[config.mk]
export PLATFORM = sky130hd
export DESIGN_NAME = seq_div
export DESIGN_NICKNAME = d
export VERILOG_FILES = /design/src/rtl/divq_pkg.sv /design/src/rtl/divq_ctrl.sv /design/src/rtl/divq_trial.sv /design/src/rtl/divq_path.sv /design/src/rtl/seq_div.sv
export SDC_FILE = /design/constraint.sdc
export NUM_CORES = 1
export LEC_CHECK = 0
export ABC_AREA = 1
export BUFFER_PORTS_ARGS = -buffer_cell sky130_fd_sc_hd__buf_2
export CAP_MARGIN = 20
export CELL_PAD_IN_SITES_DETAIL_PLACEMENT = 1
export CELL_PAD_IN_SITES_GLOBAL_PLACEMENT = 1
export CORE_UTILIZATION = 40
export CTS_CLUSTER_SIZE = 25
export DETAILED_ROUTE_END_ITERATION = 8
export GPL_ROUTABILITY_DRIVEN = 0
export PLACE_DENSITY = 0.77
export REMOVE_ABC_BUFFERS = 1
export SKIP_CTS_REPAIR_TIMING = 1
export SLEW_MARGIN = 20
export SYNTH_ARGS = -nofsm -noshare
export SYNTH_HDL_FRONTEND = slang
export SYNTH_SLANG_ARGS = --single-unit
export TNS_END_PERCENT = 100
[constraint.sdc]
create_clock -name clk -period 3.87 [get_ports clk]
set_input_delay 0.1935 -clock clk [delete_from_list [all_inputs] [get_ports clk]]
set_output_delay 0.1935 -clock clk [all_outputs]
set_load 0.02 [all_outputs]
[src/rtl/divq_pkg.sv]
package divq_pkg;
    typedef enum logic [1:0] {
        ST_IDLE = 2'd0,
        ST_BUSY = 2'd1,
        ST_DONE = 2'd2
    } divq_state_e;
endpackage

[src/rtl/divq_ctrl.sv]
module divq_ctrl
    import divq_pkg::*;
#(
    parameter int WIDTH = 32
) (
    input  logic        clk,
    input  logic        rst,
    input  logic        start,
    output divq_state_e state_q,
    output logic        accept,
    output logic        step_en,
    output logic        last_step
);
    localparam int CW = $clog2(WIDTH + 1);
    localparam logic [CW-1:0] LAST = CW'(WIDTH - 1);

    divq_state_e state_d;
    logic [CW-1:0] cnt_q;

    assign accept    = start && (state_q != ST_BUSY);
    assign step_en   = (state_q == ST_BUSY);
    assign last_step = step_en && (cnt_q == LAST);

    always_comb begin
        state_d = state_q;
        unique case (state_q)
            ST_IDLE: if (start) state_d = ST_BUSY;
            ST_BUSY: if (cnt_q == LAST) state_d = ST_DONE;
            ST_DONE: if (start) state_d = ST_BUSY;
            default: state_d = ST_IDLE;
        endcase
    end

    always_ff @(posedge clk) begin
        if (rst) state_q <= ST_IDLE;
        else     state_q <= state_d;
    end

    always_ff @(posedge clk) begin
        if (rst)          cnt_q <= '0;
        else if (accept)  cnt_q <= '0;
        else if (step_en) cnt_q <= cnt_q + 1'b1;
    end


    cnt_in_range_chk: assert property (@(posedge clk) disable iff (rst)
        step_en |-> (cnt_q <= LAST));

    finish_to_done_chk: assert property (@(posedge clk) disable iff (rst)
        last_step |=> (state_q == ST_DONE));

    busy_ignores_start_chk: assert property (@(posedge clk) disable iff (rst)
        (step_en && !last_step) |=> (state_q == ST_BUSY));
endmodule

[src/rtl/divq_trial.sv]
module divq_trial #(
    parameter int WIDTH = 32
) (
    input  logic [WIDTH-1:0] rem_in,
    input  logic             bit_in,
    input  logic [WIDTH-1:0] dvs,
    output logic [WIDTH-1:0] rem_out,
    output logic             q_bit
);
    localparam int TW = WIDTH + 2;

    logic [TW-1:0] shifted;
    logic [TW-1:0] diff;
    logic          neg;

    always_comb begin
        shifted = {1'b0, rem_in, bit_in};
        diff    = shifted - {2'b00, dvs};
        neg     = diff[TW-1];
        q_bit   = !neg;
        rem_out = neg ? shifted[WIDTH-1:0] : diff[WIDTH-1:0];
    end
endmodule

[src/rtl/divq_path.sv]
module divq_path #(
    parameter int WIDTH = 32
) (
    input  logic             clk,
    input  logic             rst,
    input  logic             accept,
    input  logic             step_en,
    input  logic             last_step,
    input  logic [WIDTH-1:0] dividend,
    input  logic [WIDTH-1:0] divisor,
    output logic [WIDTH-1:0] quotient,
    output logic [WIDTH-1:0] remainder
);
    logic [WIDTH-1:0] rem_q;
    logic [WIDTH-1:0] acc_q;
    logic [WIDTH-1:0] dvs_q;
    logic [WIDTH-1:0] rem_next;
    logic             q_bit;

    divq_trial #(.WIDTH(WIDTH)) u_trial (
        .rem_in  (rem_q),
        .bit_in  (acc_q[WIDTH-1]),
        .dvs     (dvs_q),
        .rem_out (rem_next),
        .q_bit   (q_bit)
    );

    always_ff @(posedge clk) begin
        if (rst) begin
            rem_q <= '0;
            acc_q <= '0;
            dvs_q <= '0;
        end else if (accept) begin
            rem_q <= '0;
            acc_q <= dividend;
            dvs_q <= divisor;
        end else if (step_en) begin
            rem_q <= rem_next;
            acc_q <= {acc_q[WIDTH-2:0], q_bit};
        end
    end

    always_ff @(posedge clk) begin
        if (rst) begin
            quotient  <= '0;
            remainder <= '0;
        end else if (last_step) begin
            if (dvs_q == '0) begin
                quotient  <= '0;
                remainder <= '0;
            end else begin
                quotient  <= {acc_q[WIDTH-2:0], q_bit};
                remainder <= rem_next;
            end
        end
    end


    partial_rem_bound_chk: assert property (@(posedge clk) disable iff (rst)
        (step_en && dvs_q != '0) |-> (rem_q < dvs_q));

    zero_divisor_result_chk: assert property (@(posedge clk) disable iff (rst)
        (last_step && dvs_q == '0) |=> (quotient == '0 && remainder == '0));
endmodule

[src/rtl/seq_div.sv]
module seq_div
    import divq_pkg::*;
#(
    parameter int WIDTH = 32
) (
    input  logic             clk,
    input  logic             rst,
    input  logic             start,
    input  logic [WIDTH-1:0] dividend,
    input  logic [WIDTH-1:0] divisor,
    output logic [WIDTH-1:0] quotient,
    output logic [WIDTH-1:0] remainder,
    output logic             done
);
    localparam int LW = $clog2(WIDTH + 2) + 1;

    divq_state_e state_q;
    logic        accept;
    logic        step_en;
    logic        last_step;

    divq_ctrl #(.WIDTH(WIDTH)) u_ctrl (
        .clk       (clk),
        .rst       (rst),
        .start     (start),
        .state_q   (state_q),
        .accept    (accept),
        .step_en   (step_en),
        .last_step (last_step)
    );

    divq_path #(.WIDTH(WIDTH)) u_path (
        .clk       (clk),
        .rst       (rst),
        .accept    (accept),
        .step_en   (step_en),
        .last_step (last_step),
        .dividend  (dividend),
        .divisor   (divisor),
        .quotient  (quotient),
        .remainder (remainder)
    );

    assign done = (state_q == ST_DONE);

    logic [LW-1:0] lat_q;
    always_ff @(posedge clk) begin
        if (rst)                lat_q <= '1;
        else if (accept)        lat_q <= LW'(1);
        else if (lat_q != '1)   lat_q <= lat_q + 1'b1;
    end


    done_drops_chk: assert property (@(posedge clk) disable iff (rst)
        accept |=> !done);

    latency_chk: assert property (@(posedge clk) disable iff (rst)
        $rose(done) |-> (lat_q == LW'(WIDTH + 1)));

    done_hold_chk: assert property (@(posedge clk) disable iff (rst)
        (done && !start) |=> (done && $stable(quotient) && $stable(remainder)));

    busy_outputs_stable_chk: assert property (@(posedge clk) disable iff (rst)
        (step_en && !last_step) |=> ($stable(quotient) && $stable(remainder)));
endmodule

=== After elaboration in Yosys (flattened, before gate mapping) ===
Cells that the tools add are included.

* Register bits: 168
* Bits of input ports: 67
* Output and inout port bits: 65

* Add/subtract/negate cells: 2
* Eq/ne operators: 6
* Multiplexer cells: 8
* Reductions and logical operators: 9

{| class="wikitable"
|+ Operators by type and width
! cell !! number
|-
| $mux W32 || 5
|-
| $sub A33 B32 Y34 || 1
|-
| $logic_not A32 Y1 || 1
|-
| $add A6 B1 Y6 const B || 1
|-
| $eq A6 B5 Y1 const B || 1
|-
| $mux W2 || 2
|-
| $ne A2 B1 Y1 const B || 2
|-
| $pmux W2 S2 || 1
|-
| $reduce_or A2 Y1 || 2
|-
| $eq A2 B1 Y1 const B || 1
|-
| $eq A2 B2 Y1 const B || 1
|-
| $logic_and A1 B1 Y1 || 2
|-
| $logic_not A2 Y1 || 1
|-
| $ne A2 B2 Y1 const B || 1
|-
| $reduce_and A2 Y1 || 1
|-
| $reduce_bool A2 Y1 || 1
|-
| $logic_not A1 Y1 || 1
|}

=== Longest topological paths before layout ===
* Depth after elaboration: 4
* Gate-level depth with buffers: 19

=== Hierarchy ===
From an unflattened synthesis, not the netlist that was laid out.

* Cells, all modules: 1443
* Area total of the unflattened synthesis: 9579.2 µm²

{| class="wikitable"
|+ By module, submodules not included
! module !! instances !! cells each !! area each (µm²) !! seq. area each (µm²)
|-
| divq_path || 1 || 745 || 6053.3 || 3203.1
|-
| divq_trial || 1 || 638 || 3099.2 || 0.0
|-
| divq_ctrl || 1 || 58 || 416.6 || 160.2
|-
| seq_div || 1 || 2 || 10.0 || 0.0
|}

=== Worst setup path after synthesis ===
OpenSTA, ideal clock, no wires.

* Path type: register to register
* Start point: reg u_path.acc_q[31]
* End point: reg u_path.rem_q[28]
* Setup time: 109 ps
* Data arrival time: 1853 ps
* Setup slack: 1908 ps
* Cell stages (with the launch flop): 19
* Clock period less this slack: 1962 ps
* Path through: dfxtp_1 inv_1 ha_1 inv_1 fa_1 nand2_1 nand3_1 nand3_1 nand2_1 nand2_1 nand2_1 nand2_1 nand2_1 nand2_1 nand3_1 nand2_1 nand2_1 nand2_1 inv_1

* Word-level cells in the longest chain between the ends: 2

{| class="wikitable"
|+ RTL lines
! item !! RTL line !! text
|-
| start: declaration || divq_path.sv:15 || <nowiki>logic [WIDTH-1:0] acc_q;</nowiki>
|-
| start signal: assignment || divq_path.sv:35 || <nowiki>acc_q <= dividend;</nowiki>
|-
| start signal: assignment || divq_path.sv:39 || <nowiki>acc_q <= {acc_q[WIDTH-2:0], q_bit};</nowiki>
|-
| $sub A33 B32 Y34 || divq_trial.sv:18 || <nowiki>diff = shifted - {2'b00, dvs};</nowiki>
|-
| $mux W32 || divq_trial.sv:21 || <nowiki>rem_out = neg ? shifted[WIDTH-1:0] : diff[WIDTH-1:0];</nowiki>
|-
| end signal: assignment || divq_path.sv:38 || <nowiki>rem_q <= rem_next;</nowiki>
|-
| end: declaration || divq_path.sv:14 || <nowiki>logic [WIDTH-1:0] rem_q;</nowiki>
|}

No other way between the ends.
A chain may end at the register's enable or synchronous reset.

=== Worst setup path after layout ===
* Start point: reg u_path.dvs_q[2]
* End point: reg u_path.rem_q[20]

* Word-level cells in the longest chain between the ends: 2

{| class="wikitable"
|+ RTL lines
! item !! RTL line !! text
|-
| start: declaration || divq_path.sv:16 || <nowiki>logic [WIDTH-1:0] dvs_q;</nowiki>
|-
| start signal: assignment || divq_path.sv:36 || <nowiki>dvs_q <= divisor;</nowiki>
|-
| $sub A33 B32 Y34 || divq_trial.sv:18 ||
|-
| $mux W32 || divq_trial.sv:21 ||
|}

No other way between the ends.

==> impl_metrics.csv <==
group,metric,value,unit
global_route,globalRouteTotalUtil,25.3,%
logic_synthesis,synthMostInstantiatedCell,"nand2_1",
pwr,power.leakage,0.00558,uW
global_route,first_global_vias,9688,
logic_synthesis,yosysUniqueCellTypes,37,
worst_setup_path,reg2regPathDepth,18,
worst_setup_path,crit-reg2reg-capture,"u_path.rem_q[20]$_SDFFE_PP0P_",
worst_setup_path,timing.critical_path.to_type,"register",
worst_setup_path,critPathRequiredTime,4.21,ns
logic_synthesis,synth_edf_count,0,
logic_synthesis,async_reset_ff_share,0,%
pwr,power_density,462,nW/um^2
layout,post_route_cells_drive_above_1_share,14.3,%
detailed_routing,via_per_inst,4.93,
hold_path,worst_hold_path.num_cells,3,
worst_setup_path,cp_data_arrival_time,3.04,ns
logic_synthesis,synth_top_cell_area_share,36.0,%
pwr,vdd_drop_max,0.257,mV
hold_path,timing.hold.worst_endpoint,"u_path.dvs_q[0]$_SDFFE_PP0P_",
worst_setup_path,reg2reg_from,"u_path.dvs_q[2]$_SDFFE_PP0P_",
placement,io_buffer_count,131,
detailed_routing,number_of_search_and_repair_iterations_in_the_first_detailed_routing_pass,5,
floorplan,core.rowCount,55,
layout,nFillCells,3107,
layout,layout_overhead_on_the_synthesized_area,15.7,%
floorplan,io_pins,132,
clocking,ctsRootBufferMaster,"clkbuf_16",
run_status,status,"finished clean",
worst_setup_path,crit_type,"register to register",
timing,timing_worst_slew_pin_value,0.997,ns
global_route,antenna_violations_before_repair,3,
clocking,clock_transition_at_path_regs,0.08,ns
logic_synthesis,yosys_register_bits,168,
clocking,max-clock-path-buffers,2,
logic_synthesis,synth.area.top_cells,"dfxtp_1 36%, nand2_1 19%, inv_1 11%",
logic_synthesis,synthesis.yosys.warnings,0,
layout,num-nets-final,1657,
logic_synthesis,synthesized_area_per_cell,6.42,um^2
placement,dp_worst_setup_slack,1.19,ns
floorplan,initial_utilization,41.0,%
detailed_routing,route.vias.total,9297,
detailed_routing,route.detailed.wl_per_inst,15.4,um
floorplan,die_height,155,um
timing,setup_tns,0,ns
worst_setup_path,worst_path_max_fanout,55,
timing,post-route-worst-setup-slack,1.18,ns
floorplan,core_area,22800,um^2
worst_setup_path,reg2reg_setup_slack,1.18,ns
logic_synthesis,synth_commonest_cells,"475 x nand2_1, 274 x inv_1, 168 x dfxtp_1",
worst_setup_path,cp-start-kind,"register",
timing,tightest_slew_margin_relative_to_the_limit,33.5,%
clocking,cts_tree,"done",
floorplan,dieWidth,155,um
clocking,clock_sink_count,168,
timing,final_min_period_over_clock_period,69.6,%
placement,dp_hpwl,20600,um
clocking,cts_buffers,17,
placement,dpl.cell_count,1850,
floorplan,dieArea,24000,um^2
logic_synthesis,dominantRegCellSynth,"dfxtp_1",
timing,finalSetupViolCount,0,
timing,grt_setup_unrepaired,"no",
layout,post-route-util,47.5,%
timing,drv_slew,0,
global_route,globalRoute.totalOverflow,0,
hold_path,min-delay-path-class,"primary input to register",
logic_synthesis,post_synth_inst_count,1456,
timing,clock.fmax,0.371,GHz
timing,hold_viol_final,0,
clocking,clock_latency,0.45,ns
clocking,clock_tree.htree_level_count,4,
detailed_routing,drc,0,
timing,period_needed,2.69,ns
global_route,grt_first_pass_wirelength,47900,um
hold_path,hold_path_startpoint,"divisor[0]",
detailed_routing,drt_first_iter_violations,349,
logic_synthesis,mappedNetlistArea,9340,um^2
job,maxCapViolCount,0,
global_route,grt_start_max_net_pins,85,
detailed_routing,drt-total-wl,29000,um
layout,post_layout_nonfiller_instances,1884,
detailed_routing,ant_nets,0,
timing,clock_skew,0.0129,ns
logic_synthesis,post_synthesis_sequential_area_ratio,36.0,%
logic_synthesis,synth_top_cell_by_area,"dfxtp_1",
## how the worst max path moves through the flow
stage	from	to	slack [ns]	cells past startpoint
global route	u_path.dvs_q[2]$_SDFFE_PP0P_	u_path.rem_q[22]$_SDFFE_PP0P_	0.95	17
global placement	u_path.dvs_q[5]$_SDFFE_PP0P_	u_path.rem_q[22]$_SDFFE_PP0P_	1.31	15
detailed placement	u_path.dvs_q[2]$_SDFFE_PP0P_	u_path.rem_q[20]$_SDFFE_PP0P_	1.19	18
finish	u_path.dvs_q[2]$_SDFFE_PP0P_	u_path.rem_q[20]$_SDFFE_PP0P_	1.18	18
floorplan	u_ctrl.state_q[0]$_SDFFE_PP0P_	u_path.quotient[0]$_SDFFE_PP0P_	0.73	7
CTS	u_path.dvs_q[2]$_SDFFE_PP0P_	u_path.rem_q[20]$_SDFFE_PP0P_	1.18	18
## power breakdown
group          internal [uW]  total (uW)  switching, uW  leakage [uW]
Clock                    927        1790            859      0.000294
Sequential              1800        1840           35.7       0.00137
Combinational            416        1370            957       0.00392
Total                   3150        5000           1850       0.00558
## layer usage
metal / up-vias / track usage [%] / part of all wire, %
met5: - / 0 / 0.034
met4: 2 / 7.87 / 1.7
met3: 31 / 6.58 / 5.6
met2: 161 / 44.5 / 48
met1: 4388 / 29.8 / 45
li1: 4715 / - / -
## final cells by class
type	instances	area (um^2)	area share (%)
sequential	168	3360	31.1
timing repair buffer	141	731	6.76
multi-input combinational	941	4630	42.9
clock buffer	17	425	3.94
antenna	2	5.00	0.0463
inverter	287	1080	9.98
clock inverter	15	180	1.67
tap	313	392	3.62
## placed cells by master (no fill, tap or decap), types with 2 or more instances in the layout
cell       netlist  routed
o221ai_1        28      28
nand4_1         14      14
nor2_4           3       3
nand3_1         45      45
nor3_1           7       7
clkinv_4         0       2
a21oi_1        146     146
clkinv_8         0       3
diode_2          0       2
inv_2           12      15
o21ai_1         25      25
inv_6            0       3
xor2_1          14      14
clkbuf_16        0      17
and2_1           2       2
o22ai_1          2       2
buf_2            0     131
ha_1            33      33
nor2_1          60      59
o21ai_2         16      16
xnor2_1          2       2
inv_8            0       4
o21ai_0         45      45
inv_1          274     271
nand3b_1         2       2
nand2_1        475     475
dfxtp_1        168     168
buf_4            0      10
clkinv_2         0       2
nor2_2           4       5
nand2_2          7       7
## cells by family after synthesis
group / after synthesis / synth area share [%]
xor+xnor: 16 / 1.50
flops: 168 / 36.0
buf+inv: 347 / 14.4
fa+ha+maj: 34 / 4.63
compound gates: 267 / 16.3
simple gates: 624 / 27.1
## stage by stage
| stage | total power (uW) | cell area [um^2] | hold slack, ns |
|---|---|---|---|
| after floorplan | 2840 | 9070 | 0.263 |
| after global placement | 3200 | 10200 | 0.446 |
| after detailed placement | 3240 | 10200 | 0.455 |
| after CTS | 5050 | 10800 | 0.0178 |
| after global routing | 5290 | 10800 | 0.0337 |
| final | 5000 | 10800 | 0.0298 |
## critical path, stage by stage (launching register included)
cell     delay [ns]
dfxtp_1        0.32
inv_1          0.07
ha_1           0.40
nand2_1        0.10
nand2_1        0.10
nand2_1        0.07
nand2_1        0.05
nand2_1        0.07
nand3_2        0.14
nand2_2        0.12
nand2_2        0.06
nand2_2        0.11
nand2_8        0.26
inv_2          0.34
nand2_1        0.13
nand2_1        0.10
nand2_1        0.05
nand2_1        0.06
inv_1          0.04
## flip-flops by register name, summed over array words and instances, names as in the netlist
name              count
u_path.rem_q         32
u_path.dvs_q         32
u_path.quotient      32
u_path.acc_q         32
u_path.remainder     32
u_ctrl.cnt_q          6
u_ctrl.state_q        2
(Power assumes the default switching activity.)
